`src/rtl/edo_ctrl.sv`:
```
module edo_ctrl #(
  parameter int LANES     = 8,
  parameter bit ROW12     = 1'b0,
  parameter int T_RCD     = 3,
  parameter int T_CAC     = 4,
  parameter int T_RAC     = 15,
  parameter int T_CASW    = 4,
  parameter int T_CP      = 3,
  parameter int T_RP      = 10,
  parameter int T_RAS_MAX = 25000,
  localparam int DW       = 8 * LANES,
  localparam int ROW_W    = ROW12 ? 12 : 11,
  localparam int COL_W    = ROW12 ? 9 : 10,
  localparam int ADDR_W   = ROW_W + COL_W,
  localparam int MA_W     = ROW_W
) (
  input  logic              clk,
  input  logic              rst_n,
  input  logic              host_req,
  input  logic              host_we,
  input  logic [ADDR_W-1:0] host_addr,
  input  logic [DW-1:0]     host_wdata,
  input  logic [LANES-1:0]  host_be,
  output logic              host_ready,
  output logic              host_rvalid,
  output logic [DW-1:0]     host_rdata,
  input  logic              refresh_hold,
  output logic [MA_W-1:0]   dram_ma,
  output logic              dram_ras_n,
  output logic [LANES-1:0]  dram_cas_n,
  output logic              dram_we_n,
  output logic              dram_oe_n,
  output logic [DW-1:0]     dram_dq_out,
  output logic              dram_dq_oe,
  input  logic [DW-1:0]     dram_dq_in
);
  localparam int CNT_W     = $clog2(T_RP + T_RAC + T_CASW + T_CP + T_RCD + 2);
  localparam int RC_W      = $clog2(T_RAS_MAX + 2);
  localparam int RAS_LIMIT = T_RAS_MAX - (T_RAC + T_CASW + T_CP + 2);

  typedef enum logic [2:0] {S_IDLE, S_ROW, S_CAS, S_OPEN, S_PRE} state_t;

  state_t             st;
  logic [CNT_W-1:0]   cnt;
  logic [RC_W-1:0]    ras_cnt;
  logic [ROW_W-1:0]   open_row;
  logic [COL_W-1:0]   p_col;
  logic               p_we;
  logic [DW-1:0]      p_wdata;
  logic [LANES-1:0]   p_be;

  wire [ROW_W-1:0] req_row = host_addr[ADDR_W-1 -: ROW_W];
  wire [COL_W-1:0] req_col = host_addr[COL_W-1:0];
  wire             hit     = (req_row == open_row);
  wire [CNT_W:0]   cnt1    = {1'b0, cnt} + 1'b1;
  wire [RC_W:0]    ras1    = {1'b0, ras_cnt} + 1'b1;
  wire             expired = ras_cnt >= RC_W'(RAS_LIMIT);
  wire             cp_done = cnt1 >= (CNT_W+1)'(T_CP);
  wire             s_open  = (st == S_OPEN);

  assign host_ready = !refresh_hold &&
                      ((st == S_IDLE) || (s_open && !expired && hit && cp_done));

  wire accept   = host_req && host_ready;
  wire close_rw = s_open && (refresh_hold || expired || (host_req && !hit));
  wire col_go   = ((st == S_ROW) && cnt1 >= (CNT_W+1)'(T_RCD)) || (s_open && accept);
  wire col_done = p_we ? (cnt1 >= (CNT_W+1)'(T_CASW))
                       : (cnt1 >= (CNT_W+1)'(T_CAC) && ras1 >= (RC_W+1)'(T_RAC));

  wire [COL_W-1:0] c_col = s_open ? req_col    : p_col;
  wire             c_we  = s_open ? host_we    : p_we;
  wire [DW-1:0]    c_wd  = s_open ? host_wdata : p_wdata;
  wire [LANES-1:0] c_be  = s_open ? host_be    : p_be;

  always_ff @(posedge clk or negedge rst_n) begin
    if (!rst_n) begin
      st          <= S_IDLE;
      cnt         <= '0;
      ras_cnt     <= '0;
      open_row    <= '0;
      p_col       <= '0;
      p_we        <= 1'b0;
      p_wdata     <= '0;
      p_be        <= '0;
      host_rvalid <= 1'b0;
      host_rdata  <= '0;
      dram_ma     <= '0;
      dram_ras_n  <= 1'b1;
      dram_cas_n  <= '1;
      dram_we_n   <= 1'b1;
      dram_oe_n   <= 1'b1;
      dram_dq_out <= '0;
      dram_dq_oe  <= 1'b0;
    end else begin
      host_rvalid <= 1'b0;
      if (!(&cnt)) cnt <= cnt + 1'b1;
      if (!dram_ras_n && !(&ras_cnt)) ras_cnt <= ras_cnt + 1'b1;

      if (accept) begin
        p_col   <= req_col;
        p_we    <= host_we;
        p_wdata <= host_wdata;
        p_be    <= host_be;
      end

      if (col_go) begin
        st         <= S_CAS;
        cnt        <= '0;
        dram_ma    <= MA_W'(c_col);
        dram_cas_n <= c_we ? ~c_be : '0;
        dram_we_n  <= !c_we;
        dram_oe_n  <= c_we;
        dram_dq_oe <= c_we;
        if (c_we) dram_dq_out <= c_wd;
      end else begin
        case (st)
          S_IDLE: if (accept) begin
            st         <= S_ROW;
            cnt        <= '0;
            ras_cnt    <= '0;
            dram_ras_n <= 1'b0;
            dram_ma    <= req_row;
            open_row   <= req_row;
          end
          S_ROW: ;
          S_CAS: if (col_done) begin
            st         <= S_OPEN;
            cnt        <= '0;
            dram_cas_n <= '1;
            dram_we_n  <= 1'b1;
            dram_oe_n  <= 1'b1;
            dram_dq_oe <= 1'b0;
            if (!p_we) begin
              host_rvalid <= 1'b1;
              host_rdata  <= dram_dq_in;
            end
          end
          S_OPEN: if (close_rw) begin
            st         <= S_PRE;
            cnt        <= '0;
            dram_ras_n <= 1'b1;
          end
          S_PRE: if (cnt1 >= (CNT_W+1)'(T_RP)) st <= S_IDLE;
          default: st <= S_IDLE;
        endcase
      end
    end
  end
endmodule

```
`config.mk`:
```
export PLATFORM = sky130hd
export DESIGN_NAME = edo_ctrl
export DESIGN_NICKNAME = d
export VERILOG_FILES = /design/src/rtl/edo_ctrl.sv
export SDC_FILE = /design/constraint.sdc
export NUM_CORES = 1
export LEC_CHECK = 0
export BUFFER_PORTS_ARGS = -buffer_cell sky130_fd_sc_hd__clkbuf_2
export CORE_UTILIZATION = 57
export CTS_CLUSTER_SIZE = 25
export DETAILED_ROUTE_END_ITERATION = 7
export GPL_TIMING_DRIVEN = 0
export PLACE_DENSITY_LB_ADDON = 0.05
export RECOVER_POWER = 25
export SYNTH_ARGS = -nofsm -noshare
export SYNTH_HDL_FRONTEND = slang
export SYNTH_SLANG_ARGS = --single-unit
```
`constraint.sdc`:
```
create_clock -name clk -period 4.8 [get_ports clk]
set_input_delay 0.24 -clock clk [delete_from_list [all_inputs] [get_ports clk]]
set_output_delay 0.24 -clock clk [all_outputs]
set_load 0.02 [all_outputs]
```
# ---- Yosys cells after proc, flatten, opt, wreduce, memory -nomap -nowiden
# Cells that the tools add are included.
dict set report classes {
  add_sub_neg 4
  magnitude_cmp 5
  eq_ne 12
  mux 42
  n_bitwise 3
  reduce_logical 36
}
# cell count
set op_table {}
lappend op_table {{two-way mux 64 bit} 1}
lappend op_table {{two-way mux 15 bit} 4}
lappend op_table {{two-way mux 8 bit} 5}
lappend op_table {{two-way mux 11 bit} 3}
lappend op_table {{two-way mux 6 bit} 5}
lappend op_table {{case mux 6 bit (3 select lines)} 1}
lappend op_table {{adder 15 x 1 -> 16 bit, second input constant} 1}
lappend op_table {{>= comparator 16 x 4 -> 1 bit, second input constant} 1}
lappend op_table {{adder 15 x 1 -> 15 bit, second input constant} 1}
lappend op_table {{>= comparator 15 bit, second input constant} 1}
lappend op_table {{two-way mux 1 bit} 15}
lappend op_table {{two-way mux 3 bit} 5}
lappend op_table {{case mux 3 bit (5 select lines)} 1}
lappend op_table {{AND reduction 15 bit} 1}
lappend op_table {{equality test 11 bit} 1}
lappend op_table {{logical AND 1 bit} 11}
lappend op_table {{two-way mux 10 bit} 1}
lappend op_table {{nonzero test 2 bit} 5}
lappend op_table {{inequality test 3 bit, second input constant} 3}
lappend op_table {{inverter 8 bit} 1}
lappend op_table {{AND reduction 4 bit} 2}
lappend op_table {{adder 6 x 1 -> 7 bit, second input constant} 1}
lappend op_table {{>= comparator 7 x 2 -> 1 bit, second input constant} 1}
lappend op_table {{>= comparator 7 x 3 -> 1 bit, second input constant} 1}
lappend op_table {{17 further kinds} 30}
dict set report word_totals {
  register_bits 270
  input_bits 162
  out_inout_bits 153
  word_cells 119
}

# ---- Logic depth before layout (Yosys ltp)
dict set report depth {
  ltp_word 12
  ltp_mapped 11
  depth_no_buf 8
}

# ---- Worst setup path after synthesis
# No wires, ideal clock.
dict set report synth_timing {
  path_kind {register to register}
  startpoint {reg ras_cnt[0]}
  endpoint {reg host_rdata[10]}
  setup_ns 0.128
  arrival_ns 2.471
  slack_ns 2.201
  stages_incl_launch_ff 12
  path_buffers 3
  path_cell_list {dfrtp_1 -> ha_1 -> and3_1 -> clkbuf_1 -> nor3_1 -> nor3_1 -> a211o_1 -> o31a_1 -> nor2b_1 -> buf_6 -> buf_4 -> mux2_1}
}
dict set report synth_between {
  elab_chain_cells 12
  word_cells_on_any_way 16
  classes_between {1 x add/sub; 2 x order compare; 1 x mux; 1 x bitwise; 11 x reduce/logical}
}
# element line
set synth_rtl {}
lappend synth_rtl {{from (decl)} 45} ;# logic [RC_W-1:0] ras_cnt;
lappend synth_rtl {{from (signal assigned)} 97} ;# if (!dram_ras_n && !(&ras_cnt)) ras_cnt <= ras_cnt + 1'b1;
lappend synth_rtl {{branches (longest 11 deep; another with adder 15 x 1 -> 16 bit)} n/a}
lappend synth_rtl {{AND reduction 4 bit (no source line) (*)} n/a}
lappend synth_rtl {{to (signal assigned)} 135} ;# host_rdata <= dram_dq_in;
lappend synth_rtl {{to (decl)} 26} ;# output logic [DW-1:0] host_rdata,
# Every way passes the cells marked *.
# A chain may end at the register's enable or synchronous reset.

==> out/qor.csv <==
metric,value,unit
postSynthCellCount,937,
cap_violations,2,
synth-async-reset-ratio,1.00,
fin_util,0.803,
timing.hold.ws,0.0148,ns
synth_cell_types,61,
vias,9541,
die_w,146,um
grt_pass1_vias,9859,
irDropWorstVdd,0.000494,V
register_area,6770,sq um
arrival,3.30,ns
hold_path_class,input port to flop,
clockBufferDepth,3,
end_kind,asynchronous set/reset pin,
die_area,21400,sq um
drive_gt1_frac,0.370,
netlist_area,11900,sq um
grtUsageTotal,0.301,
synth_area_per_cell,12.7,sq um
yosysSeqAreaShare,0.571,
required,4.84,ns
leakagePower,7.53,nW
coreArea,20300,sq um
cts_tree,yes,
rsz0062_at_grt,false,
syn2layout_area_growth,37.6,%
synth_warnings,0,
wire_per_inst,18.6,um
finalCritPeriodShare,0.678,
final.min_clock_period,3.25,ns
status,"finished, violations left",
row_count,52,
failed_checks,"max-capacitance violations, max-slew violations",
skew,0.0108,ns
syn_nets,1104,
worst-path-buf-inv,3,
htreeDepth,1,
numCtsBuffers,28,
routabilityCongestion,0.859,
antenna_left,0,
grt_pass1_wl,51.2,mm
grt_max_degree,113,
cts_root_buf,clkbuf_16,
critPathKind,input port to asynchronous set/reset pin,
viasPerCell,5.52,
drc_errors,0,
io_pins,315,
clock_latency,0.53,ns
wl,32.1,mm
start_util,0.584,
setup_viol,0,
cts_sinks,270,
tightest_slew,2.73,ns
p_total,10.6,mW
crit_path_max_incr_delay,1.96,ns
synth_seq_cells,270,
crit_fanout,112,
cts_setup_buffers,0,
clock.fmax,307,MHz
crit_chain,dlygate4sd3_1 -> clkbuf_8 -> clkbuf_2,
drv_slew,209,
synth_ff_type,dfrtp_1,
dpl.hpwl,20.3,mm
fillers,1210,
yosysMostFrequentCell,dfrtp_1,
synth_area_leaders,"dfrtp_1 55%, mux2_2 12%, mux2i_1 6.2%",
fp.dieH,146,um
antenna_found_initial,1,
crit_slowest_cell,clkbuf_2,
pwr_density_cell,652,nW/um^2
dr.pass1.iters,5,
synth_edf_count,0,
clkTransAtPathRegs,0.07,ns
startpoint_type,input port,
dr.first_iter.drc_count,494,
finalNetCount,1603,
io_buffers,314,
finalHoldViolations,0,
multi_input_area,4700,sq um
maxSlewHeadroom,-0.818,
synth_top_area_share,0.547,
yosysTopAreaCell,dfrtp_1,
gr-total-overflow,0,
path_delay_family,buffers and inverters,
synthTopCellsByCount,"259 x dfrtp_1, 124 x mux2_2, 79 x o21ai_0, 73 x mux2i_1, 54 x o21ai_1",
cell type report:
type | instances | share of cell area
Inverter | 10 | 0.00230
Buffer | 65 | 0.0210
Sequential cell | 270 | 0.415
Timing Repair Buffer | 469 | 0.191
Clock inverter | 10 | 0.00936
Antenna cell | 1 | 0.000153
Tap cell | 270 | 0.0207
Clock buffer | 41 | 0.0516
Multi-Input combinational cell | 592 | 0.288
flip-flops by register name, summed over array words and instances (netlist names):
name	flops
st	3
ras_cnt	15
p_we	1
dram_oe_n	1
dram_dq_out	64
dram_dq_oe	1
dram_ma	11
p_col	10
p_be	8
p_wdata	64
dram_ras_n	1
host_rvalid	1
cnt	6
dram_cas_n	8
host_rdata	64
dram_we_n	1
open_row	11
worst register-to-register path, stage by stage, from the launching register on:
cell	delay [ns]
dfrtp_1	0.45
ha_1	0.30
and4_1	0.25
a21oi_1	0.16
nor2_1	0.08
and3_1	0.18
a2bb2oi_1	0.15
nor2_1	0.22
clkbuf_1	0.47
buf_2	0.40
mux2_2	0.38
timing repair:
item,in CTS,in global routing
hold buffers,152,1
hold endpoints to repair,246,1
resized for setup,0,0
layout by cell type (no fill, tap or decap), types with 3 or more instances in the layout:
| cell type | n |
|---|---|
| o21ai_0 | 79 |
| inv_1 | 10 |
| o21ai_1 | 54 |
| clkbuf_1 | 41 |
| a221o_1 | 18 |
| dfrtp_1 | 259 |
| bufinv_16 | 4 |
| dlygate4sd3_1 | 153 |
| a31oi_1 | 3 |
| nor4_1 | 4 |
| clkbuf_8 | 8 |
| clkbuf_2 | 314 |
| ha_1 | 5 |
| a211o_1 | 3 |
| a41oi_1 | 4 |
| nor3_1 | 7 |
| buf_2 | 16 |
| clkbuf_16 | 29 |
| xnor2_1 | 24 |
| mux2_2 | 124 |
| nand3_1 | 10 |
| nand4_1 | 5 |
| and4_1 | 3 |
| xor2_1 | 7 |
| dfstp_2 | 11 |
| mux2i_1 | 73 |
| nor2_1 | 31 |
| buf_4 | 5 |
| nand2_1 | 41 |
| clkinv_2 | 5 |
| mux2_1 | 34 |
| a21oi_1 | 15 |
| and3_1 | 6 |
| buf_6 | 8 |
| nor2b_1 | 3 |
per-stage QoR:
step                instance area (sq um)  setup slack (ns)  TNS [ns]  cells
finish                              16300              1.55         0   1728
global route                        16300             0.868         0   1727
CTS                                 16300              1.62         0   1726
detailed placement                  13800              1.64         0   1523
global placement                    13800             -2.15   -555.21   1521
floorplan                           11900              2.20         0    937
per-layer routing:
metal	GRT usage	routed length (um)	vias to the layer above
met5	0	0	-
met4	0.0875	804	0
met3	0.0666	2140	67
met2	0.540	16500	333
met1	0.362	12700	4757
li1	-	-	4384
worst paths after layout:
kind	startpoint	to	slack, ns	cells past startpoint
max	rst_n	p_wdata[12]$_DFFE_PN0N_	1.55	3
min	host_addr[16]	dram_ma[6]$_DFFE_PN0P_	0.01	2
max reg2reg	cnt[0]$_DFF_PN0_	p_col[0]$_DFFE_PN0N_	1.64	10
min reg2reg	host_rdata[27]$_DFFE_PN0P_	host_rdata[27]$_DFFE_PN0P_	0.49	1
max in group clk	cnt[0]$_DFF_PN0_	p_col[0]$_DFFE_PN0N_	1.64	10
min in group asynchronous	rst_n	host_rdata[54]$_DFFE_PN0P_	0.25	2
power by group:
part	total [mW]	internal [mW]	switching, mW
clock network	2.31	1.42	0.886
registers	3.96	3.35	0.616
logic	4.36	1.84	2.52
kinds of logic (layout without fill, tap and decap cells):
logic type,Yosys count,count (layout),share of synthesized area
other cells,0,1,0
fa+ha+maj,5,5,0.00528
flops,270,270,0.571
xor+xnor,31,31,0.0229
buf+inv,75,595,0.0321
compound gates,198,198,0.102
simple gates,127,127,0.0549
mux,231,231,0.212
Note: power is estimated with default switching activity, not from simulation.
